<file path="config.mk">
export PLATFORM = sky130hd
export DESIGN_NAME = grp_event_matrix
export DESIGN_NICKNAME = d
export VERILOG_FILES = /design/src/rtl/evmx_pkg.sv /design/src/rtl/evmx_cfg.sv /design/src/rtl/evmx_grp_match.sv /design/src/rtl/evmx_route.sv /design/src/rtl/grp_event_matrix.sv
export SDC_FILE = /design/constraint.sdc
export NUM_CORES = 1
export LEC_CHECK = 0
export ABC_AREA = 0
export BUFFER_PORTS_ARGS = -buffer_cell sky130_fd_sc_hd__buf_2
export CAP_MARGIN = 20
export CORE_MARGIN = 2
export CORE_UTILIZATION = 40
export DETAILED_ROUTE_END_ITERATION = 10
export HOLD_SLACK_MARGIN = 0.1
export PLACE_DENSITY = 0.59
export SYNTH_ARGS = -nofsm -noshare
export SYNTH_HDL_FRONTEND = slang
export SYNTH_SLANG_ARGS = --single-unit
export TNS_END_PERCENT = 1
</file>
<file path="constraint.sdc">
create_clock -name clk -period 6.07 [get_ports clk]
set_input_delay 0.3035 -clock clk [delete_from_list [all_inputs] [get_ports clk]]
set_output_delay 0.3035 -clock clk [all_outputs]
set_load 0.05 [all_outputs]
</file>
<file path="src/rtl/evmx_pkg.sv">
package evmx_pkg;

    localparam int GROUPS     = 8;
    localparam int CODE_W     = 8;
    localparam int GRP_W      = 4;
    localparam int GI_W       = $clog2(GROUPS);
    localparam int SEL_W      = GROUPS * CODE_W;
    localparam int EN_BIT     = SEL_W - 1;
    localparam logic [CODE_W-1:0] CYCLE_CODE = 8'hFE;
    localparam int SUB_N      = 3;
    localparam int SUB_LO     = 17;
    localparam int NOID_BIT   = 2;
    localparam int CPU_N      = 2;

    typedef enum logic [1:0] {
        CFG_SEL  = 2'd0,
        CFG_TYPE = 2'd1,
        CFG_FILT = 2'd2,
        CFG_NONE = 2'd3
    } cfg_kind_e;

    typedef struct packed {
        logic       cpu;
        logic       noid;
        logic [1:0] sub;
    } ev_attr_t;

    typedef struct packed {
        logic [SUB_N-1:0] sub_en;
        logic             noid_en;
        logic [CPU_N-1:0] cpu_en;
    } filt_t;

    // Stored code for group g; the last group loses its top bit to the enable.
    function automatic logic [CODE_W-1:0] sel_code(input logic [SEL_W-1:0] s, input int g);
        logic [CODE_W-1:0] c;
        c = s[g*CODE_W +: CODE_W];
        if (g == GROUPS - 1) c[CODE_W-1] = 1'b0;
        return c;
    endfunction

    function automatic filt_t filt_decode(input logic [SEL_W-1:0] w);
        filt_t f;
        f.sub_en  = w[SUB_LO +: SUB_N];
        f.noid_en = w[NOID_BIT];
        f.cpu_en  = w[CPU_N-1:0];
        return f;
    endfunction

    function automatic logic filt_pass(input filt_t f, input ev_attr_t a);
        logic [3:0] sub_vec;
        logic       src_ok;
        sub_vec = {1'b0, f.sub_en};
        src_ok  = a.noid ? f.noid_en : f.cpu_en[a.cpu];
        return sub_vec[a.sub] & src_ok;
    endfunction

endpackage

</file>
<file path="src/rtl/evmx_cfg.sv">
module evmx_cfg
    import evmx_pkg::*;
#(
    parameter int NUM_CTRS = 8,
    parameter int IDX_W    = 3
) (
    input  logic                 clk,
    input  logic                 rst,
    input  logic                 we,
    input  cfg_kind_e            kind,
    input  logic [IDX_W-1:0]     idx,
    input  logic [SEL_W-1:0]     wdata,
    output logic [SEL_W-1:0]     sel_q,
    output logic [GRP_W-1:0]     type_q [NUM_CTRS],
    output filt_t                filt_q [NUM_CTRS]
);

    always_ff @(posedge clk) begin
        if (rst)                        sel_q <= '0;
        else if (we && kind == CFG_SEL) sel_q <= wdata;
    end

    for (genvar i = 0; i < NUM_CTRS; i++) begin : g_ctr
        logic hit_me;
        assign hit_me = we && (idx == IDX_W'(i));

        always_ff @(posedge clk) begin
            if (rst) begin
                type_q[i] <= '0;
                filt_q[i] <= '0;
            end else if (hit_me) begin
                if (kind == CFG_TYPE) type_q[i] <= wdata[GRP_W-1:0];
                if (kind == CFG_FILT) filt_q[i] <= filt_decode(wdata);
            end
        end
    end


    ignored_write_chk: assert property (@(posedge clk) disable iff (rst)
        (we && kind == CFG_NONE) |=> $stable(sel_q));

endmodule

</file>
<file path="src/rtl/evmx_grp_match.sv">
module evmx_grp_match
    import evmx_pkg::*;
(
    input  logic                 clk,
    input  logic                 rst,
    input  logic [SEL_W-1:0]     sel_q,
    input  logic [GROUPS-1:0]    ev_valid,
    input  logic [SEL_W-1:0]     ev_code,
    output logic [GROUPS-1:0]    hit
);

    for (genvar g = 0; g < GROUPS; g++) begin : g_grp
        logic [CODE_W-1:0] want;
        logic [CODE_W-1:0] got;

        assign want   = sel_code(sel_q, g);
        assign got    = ev_code[g*CODE_W +: CODE_W];
        assign hit[g] = ev_valid[g] && (got == want) && (want != CYCLE_CODE);


        reserved_code_chk: assert property (@(posedge clk) disable iff (rst)
            (got == CYCLE_CODE) |-> !hit[g]);
    end

endmodule

</file>
<file path="src/rtl/evmx_route.sv">
module evmx_route
    import evmx_pkg::*;
(
    input  logic              clk,
    input  logic              rst,
    input  logic              en,
    input  logic [GRP_W-1:0]  type_i,
    input  filt_t             filt,
    input  logic [GROUPS-1:0] hit,
    input  ev_attr_t          attrs [GROUPS],
    output logic              pulse_q
);

    logic              grp_ok;
    logic [GI_W-1:0]   gsel;
    logic              qual;

    assign grp_ok = (type_i < GRP_W'(GROUPS));
    assign gsel   = type_i[GI_W-1:0];

    always_comb begin
        qual = 1'b0;
        if (grp_ok) qual = hit[gsel] && filt_pass(filt, attrs[gsel]);
    end

    always_ff @(posedge clk) begin
        if (rst) pulse_q <= 1'b0;
        else     pulse_q <= en && qual;
    end


    matrix_off_chk: assert property (@(posedge clk) disable iff (rst)
        !en |=> !pulse_q);


    bad_group_chk: assert property (@(posedge clk) disable iff (rst)
        (type_i >= GRP_W'(GROUPS)) |=> !pulse_q);


    no_event_chk: assert property (@(posedge clk) disable iff (rst)
        (hit == '0) |=> !pulse_q);

endmodule

</file>
<file path="src/rtl/grp_event_matrix.sv">
module grp_event_matrix
    import evmx_pkg::*;
#(
    parameter int NUM_CTRS = 8,
    parameter int IDX_W    = (NUM_CTRS > 1) ? $clog2(NUM_CTRS) : 1
) (
    input  logic                   clk,
    input  logic                   rst,
    input  logic                   cfg_we,
    input  logic [1:0]             cfg_kind,
    input  logic [IDX_W-1:0]       cfg_idx,
    input  logic [SEL_W-1:0]       cfg_wdata,
    input  logic [GROUPS-1:0]      ev_valid,
    input  logic [SEL_W-1:0]       ev_code,
    input  logic [GROUPS-1:0]      ev_cpu,
    input  logic [GROUPS-1:0]      ev_noid,
    input  logic [2*GROUPS-1:0]    ev_sub,
    output logic [NUM_CTRS-1:0]    cnt_pulse,
    output logic                   cyc_pulse
);

    logic [SEL_W-1:0]  sel_q;
    logic [GRP_W-1:0]  type_q [NUM_CTRS];
    filt_t             filt_q [NUM_CTRS];
    logic [GROUPS-1:0] hit;
    ev_attr_t          attrs [GROUPS];
    logic              cyc_q;

    for (genvar g = 0; g < GROUPS; g++) begin : g_attr
        assign attrs[g].cpu  = ev_cpu[g];
        assign attrs[g].noid = ev_noid[g];
        assign attrs[g].sub  = ev_sub[2*g +: 2];
    end

    evmx_cfg #(.NUM_CTRS(NUM_CTRS), .IDX_W(IDX_W)) u_cfg (
        .clk    (clk),
        .rst    (rst),
        .we     (cfg_we),
        .kind   (cfg_kind_e'(cfg_kind)),
        .idx    (cfg_idx),
        .wdata  (cfg_wdata),
        .sel_q  (sel_q),
        .type_q (type_q),
        .filt_q (filt_q)
    );

    evmx_grp_match u_match (
        .clk      (clk),
        .rst      (rst),
        .sel_q    (sel_q),
        .ev_valid (ev_valid),
        .ev_code  (ev_code),
        .hit      (hit)
    );

    for (genvar i = 0; i < NUM_CTRS; i++) begin : g_route
        evmx_route u_route (
            .clk     (clk),
            .rst     (rst),
            .en      (sel_q[EN_BIT]),
            .type_i  (type_q[i]),
            .filt    (filt_q[i]),
            .hit     (hit),
            .attrs   (attrs),
            .pulse_q (cnt_pulse[i])
        );
    end

    always_ff @(posedge clk) begin
        if (rst) cyc_q <= 1'b0;
        else     cyc_q <= 1'b1;
    end
    assign cyc_pulse = cyc_q;


    cycle_run_chk: assert property (@(posedge clk) disable iff (rst)
        !rst |=> cyc_pulse);


    reset_quiet_chk: assert property (@(posedge clk)
        rst |=> (cnt_pulse == '0 && !cyc_pulse));

endmodule

</file>
==> flow_metrics.tcl, run 1 <==
set metrics [dict create \
    critPathCaptureType "flip-flop" \
    grt_usage_pct 24.7 \
    yosysTopAreaCellShare_pct 33.1 \
    cp_top_family "simple AND/OR/NAND/NOR gates" \
    hold_start "cfg_wdata[50]" \
    fin_hold_ws_ps 108 \
    critPathMaxFanout 5 \
    synthArstFlopShare_pct 0 \
    antenna_found_initial 4 \
    worstHoldPathType "input port to flip-flop" \
    ys.flop_type "dfxtp_1" \
    wl_met3_um 3000 \
    synth_cell_type_count 55 \
    wl_um 30100 \
    fp.dieW_um 156 \
    numCtsBuffers 17 \
    yosysWarnings 0 \
    slowest_stage "nor3_1" \
    met1_length_um 12500 \
    slew_headroom_pct 32.4 \
    row_count 55 \
    yosysTopAreaCell "dfxtp_1" \
    setup_violations 0 \
    syn_to_final_growth_pct 20.2 \
    syn_area_mm2 0.00925 \
    cts_root_buf "clkbuf_16" \
    io-pin-count 185 \
    synth_edf_count 0 \
    syn_inst 1014 \
    grt_max_degree 74 \
    grt_pass1_vias 8067 \
    start_kind "flip-flop" \
    top_layer_used "met5" \
    ys_top_cells_by_area "dfxtp_1, mux4_2, mux2i_1" \
    vias 8403 \
    via_per_inst 5.72 \
    final_nets 1347 \
    critical_path_buf_inv_count 0 \
    cts_tree "done" \
    worstReg2RegStart "u_cfg.sel_q[4]" \
    worstPathCellList "xnor2_1 -> nand4_1 -> nor3_1 -> mux2i_1 -> a2111oi_0 -> and4_1" \
    die_h_um 156 \
    max-clock-path-buffers 2 \
    coreArea_mm2 0.0226 \
    p_per_area_mw_per_mm2 221 \
    grt_pass1_wl_um 45900 \
    htree_num_levels 4 \
    rsz0062_at_grt "false" \
    ir_drop_mv 0.153 \
    post-route-min-period_ps 2770 \
    syn_area_per_cell_um2 9.12 \
    critPathMaxStageDelay_ps 880 \
    remaining_drc_errors 0 \
    finalClockSkew_ps 12.7 \
    synth_nets 1190 \
    grt-ovfl-total 0 \
    ys_seq_area_share_pct 33.1 \
    drtIter0Drc 549 \
    dp_hpwl_um 20400 \
    routedWlPerCell_um 20.5 \
    cp-startpoint "u_cfg.sel_q[4]" \
    tns_ps 0 \
    drive_above_1_share_pct 25.8 \
    period_share_pct 45.6 \
    required_ps 6440 \
    maxCapViolations 0 \
    cts.sinks 153 \
    met2WireLength_um 13900 \
    worst_pin_slew_ps 1010 \
    port_buffers 184 \
    status "completed" \
    yosysMostFrequentCell "nand2_1" \
    globalplace.congestion 0.908 \
    crit_arrival_ps 3130 \
    path_class "flip-flop to flip-flop" \
    dieArea_mm2 0.0244 \
    path_clk_slew_ps 80 \
    start_util_pct 40.8 \
    drtAntennaViolNets 0 \
    clk_latency_ps 440 \
    synthTopCellsByCount "nand2_1, dfxtp_1, mux2i_1, a21oi_1, nor2_1" \
    max_freq_ghz 0.362 \
    finalMaxSlewViolations 0 \
    ys_ff_latch 153 \
    power_leakage_uw 0.00384 \
    hold_viol_final 0 \
    first_pass_iters 5 \
]
==> power by group <==
part	internal, µW	leakage [µW]	switching [µW]
Sequential	1020	0.00124	19.7
Clock	623	0.000301	486
Combinational	141	0.00230	163
Total	1790	0.00384	668
==> through the flow <==
| stage | std cells | power, µW | setup WS (ps) | area (µm²) | util [%] |
|---|---|---|---|---|---|
| detailed placement | 1406 | 1350 | 3390 | 10200 | 45.1 |
| global route | 1470 | 2540 | 3220 | 11100 | 49.1 |
| global placement | 1403 | 1350 | 3320 | 10200 | 45.0 |
| floorplan | 1014 | 1220 | 4120 | 9250 | - |
| CTS | 1465 | 2460 | 3430 | 11100 | 48.9 |
| finish | 1470 | 2450 | 3300 | 11100 | 49.1 |
==> worst register-to-register path, cell delays in order, from the launching register on <==
cell and delay, ps:
dfxtp_1 330, xnor2_1 170, nand4_1 400, nor3_1 890, mux2i_1 170, a2111oi_0 460
and4_1 270
==> path summary, 6_finish.rpt <==
kind | cells past startpoint | to | slack [ps]
worst max register to register | 6 | g_route[6].u_route.pulse_q | 3300
worst min register to register | 2 | u_cfg.filt_q[47] | 460
worst min-delay path | 3 | u_cfg.sel_q[50] | 110
worst max-delay path | 6 | g_route[6].u_route.pulse_q | 3300
==> timing repair <==
item | CTS | global route
hold endpoints to repair | 27 | 4
hold buffers | 27 | 4
resized for setup | 0 | 0
buffers inserted | 0 | 0
==> sequential cells by signal, indices dropped and copies added (netlist names) <==
signal	count
cyc_pulse	1
g_route.u_route.pulse_q	8
u_cfg.filt_q	48
u_cfg.sel_q	64
u_cfg.type_q	32
==> metal layers <==
metal	GRT usage, %	vias to the layer above
met3	7.39	58
met5	0	-
met4	8.48	6
met1	32.5	3974
li1	-	3952
met2	38.9	413
==> logic make-up (layout without fill, tap and decap cells) <==
| logic type | Yosys count | in the layout | share of synthesized area [%] |
|---|---|---|---|
| compound gates | 142 | 142 | 9.01 |
| xor+xnor | 63 | 63 | 5.97 |
| buf+inv | 94 | 264 | 4.78 |
| flops | 153 | 153 | 33.1 |
| mux | 188 | 188 | 28.7 |
| other cells | 0 | 1 | 0 |
| simple gates | 374 | 374 | 18.4 |
==> final cells by class <==
class	count	area (µm²)
clock inverter	15	176
multi-input combinational	767	5760
tap	285	357
sequential	153	3060
antenna	1	2.50
inverter	7	26.3
fill	2207	11500
timing repair buffer	225	1310
clock buffer	17	425
==> cells in the final DEF (no fill, tap or decap), types with 11 or more instances in the layout <==
cell           count
a21oi_1           95
buf_2            184
clkbuf_16         17
dfxtp_1          153
dlygate4sd3_1     31
mux2_2            11
mux2i_1          108
mux4_2            58
nand2_1          176
nand3_1           49
nand4_1           16
nor2_1            71
xnor2_1           61
Power figures use the tool's default switching activity.
==> run 2: changes to the inputs <==
Clock period 6.07 ns to 2.7 ns, I/O delays scaled along.
==> run 2 against run 1 <==
  * Combinational power increased by 140%
  * Maximum frequency increased by 21%
  * Sequential share of layout area decreased by 0.94 points
  * Clock-buffer cell count increased by 2
  * Sequential power increased by 130%
  * Utilization increased by 1.7 points
  * Total power increased by 120%
  * Hold slack improved by 18 ps
  * Via count increased by 2.6%
  * Register-to-register slack got worse by 2900 ps
  * Flip-flop and latch count unchanged
  * Global-route usage increased by 0.72 points
  * Largest power group is now registers
==> flow_metrics.tcl, run 2 (synthesis results as in run 1) <==
set metrics [dict create \
    status "completed" \
    tns_ps 0 \
    swShare_pct 27.5 \
    power_frac_seq_pct 43.5 \
    maxCapViolations 0 \
    vias 8624 \
    layout_common_cells "buf_2, nand2_1, dfxtp_1" \
    port_buffers 184 \
    first_pass_iters 6 \
    rsz0062_at_grt "false" \
    die_h_um 156 \
    clk_latency_ps 430 \
    wl_um 31200 \
    final_util_pct 50.8 \
    critPathMaxFanout 12 \
    worst_pin_slew_ps 818 \
    post-route-min-period_ps 2280 \
    start_util_pct 40.8 \
    max_freq_ghz 0.439 \
    antenna_cells 0 \
    setup_violations 0 \
    start_kind "flip-flop" \
    max-clock-path-buffers 2 \
    cts_root_buf "clkbuf_16" \
    finalMaxSlewViolations 0 \
    fillCellCount 2153 \
    rrSetupSlack_ps 420 \
    postCtsHoldBufs 59 \
    final_common_cell "buf_2" \
    cts.sinks 153 \
    worstHoldPathType "input port to flip-flop" \
    hold_start "cfg_wdata[18]" \
    fin_hold_ws_ps 125 \
    worstHoldPathCells 3 \
    path_class "flip-flop to flip-flop" \
    power_leakage_uw 0.00402 \
    period_share_pct 84.4 \
    largest_reg_flops 64 \
    htree_num_levels 4 \
    drive_above_1_share_pct 26.1 \
    slew_headroom_pct 45.0 \
    drtIter0Drc 840 \
    required_ps 3000 \
    critical_path_buf_inv_count 0 \
    remaining_drc_errors 0 \
    row_count 55 \
    critPathMaxStageDelay_ps 580 \
    largest_register "u_cfg.sel_q" \
    ir_drop_mv 0.380 \
    slowest_stage "dfxtp_1" \
    worstReg2RegStart "u_cfg.type_q[8]" \
    hold_viol_final 0 \
    grt_usage_pct 25.5 \
    io-pin-count 185 \
    syn_to_final_growth_pct 24.5 \
    final_nets 1391 \
    clkPwrFrac_pct 42.8 \
    path_clk_slew_ps 60 \
    grt_pass1_vias 8285 \
    grt_max_degree 145 \
    cp_top_family "multiplexers" \
    reg.largest.list "u_cfg.sel_q x64, u_cfg.filt_q x48, u_cfg.type_q x32" \
    cts_setup_buffers 0 \
    p_total_uw 5380 \
    cts_tree "done" \
    power_frac_comb_pct 13.7 \
    r2r_end "g_route[5].u_route.pulse_q" \
    fp.dieW_um 156 \
    grt-ovfl-total 0 \
    worstPathCellList "mux4_2 -> mux2i_1 -> mux2_1 -> mux2_1 -> o2111ai_1 -> nor4_1" \
    cts-resized-gates 0 \
    grt_pass1_wl_um 47200 \
    coreArea_mm2 0.0226 \
    antenna_found_initial 2 \
    hold_end "u_cfg.sel_q[18]" \
    crit_arrival_ps 2580 \
    dp_hpwl_um 20600 \
    drtAntennaViolNets 0 \
    globalplace.congestion 0.891 \
    p_int_uw 3900 \
    via_per_inst 5.70 \
    cpMostUsedCell "mux2_1" \
    finalClockSkew_ps 13.3 \
    rr_worst_depth 6 \
    dieArea_mm2 0.0244 \
    p_per_area_mw_per_mm2 467 \
    numCtsBuffers 17 \
    critPathCaptureType "flip-flop" \
    routedWlPerCell_um 20.6 \
    p_sw_uw 1480 \
]
run 2: cell types whose count changed in the layout (fill, tap and decap cells not counted), sizes merged, moves of 2 or more:
| cell | change |
|---|---|
| bufinv | -2 |
| buf | +16 |
| dlygate4sd3 | +28 |
| inv | -5 |
| clkbuf | +2 |
| clkinvlp | +4 |
run 2: worst max-delay path by stage:
| stage | startpoint | endpoint | cells after the start |
|---|---|---|---|
| after global placement | u_cfg.type_q[16] | g_route[3].u_route.pulse_q | 6 |
| after global routing | u_cfg.type_q[29] | g_route[0].u_route.pulse_q | 6 |
| final | u_cfg.type_q[8] | g_route[5].u_route.pulse_q | 6 |
| after CTS | u_cfg.type_q[16] | g_route[3].u_route.pulse_q | 6 |
| after floorplan | u_cfg.type_q[16] | g_route[3].u_route.pulse_q | 6 |
| after detailed placement | u_cfg.type_q[8] | g_route[5].u_route.pulse_q | 6 |
run 2: stage by stage:
stage          instance area (µm²)  cells  setup WS (ps)
2_1_floorplan                 9250   1014            751
3_3_place_gp                 10400   1422            492
3_5_place_dp                 10400   1422            454
4_1_cts                      11500   1513            447
5_1_grt                      11500   1513            227
6_report                     11500   1513            422
run 2: worst min-delay path: stages:
cell	delay [ps]
buf_2	210
nand2_1	100
a21oi_1	50
run 2: power groups by stage:
stage	clock network [µW]	logic (µW)	registers [µW]
2_1_floorplan	0	357	2380
3_3_place_gp	0	654	2390
3_5_place_dp	0	658	2390
4_1_cts	2340	725	2340
5_1_grt	2430	787	2340
6_report	2300	739	2340
run 2: routing by layer:
layer  track usage (%)  share of wire (%)
met3              7.94                 10
met4              7.86                2.5
met5              1.04              0.080
met1              33.1                 42
met2              40.5                 45
run 2: layout make-up:
cell class	count	area (µm²)	share of cell area, %
clock buffers	19	453	3.93
clock inverters	13	113	0.978
inverters	7	26.3	0.228
multi-input cells	767	5750	50.0
flip-flops and latches	153	3060	26.6
well taps	285	357	3.10
repair buffers	269	1750	15.2
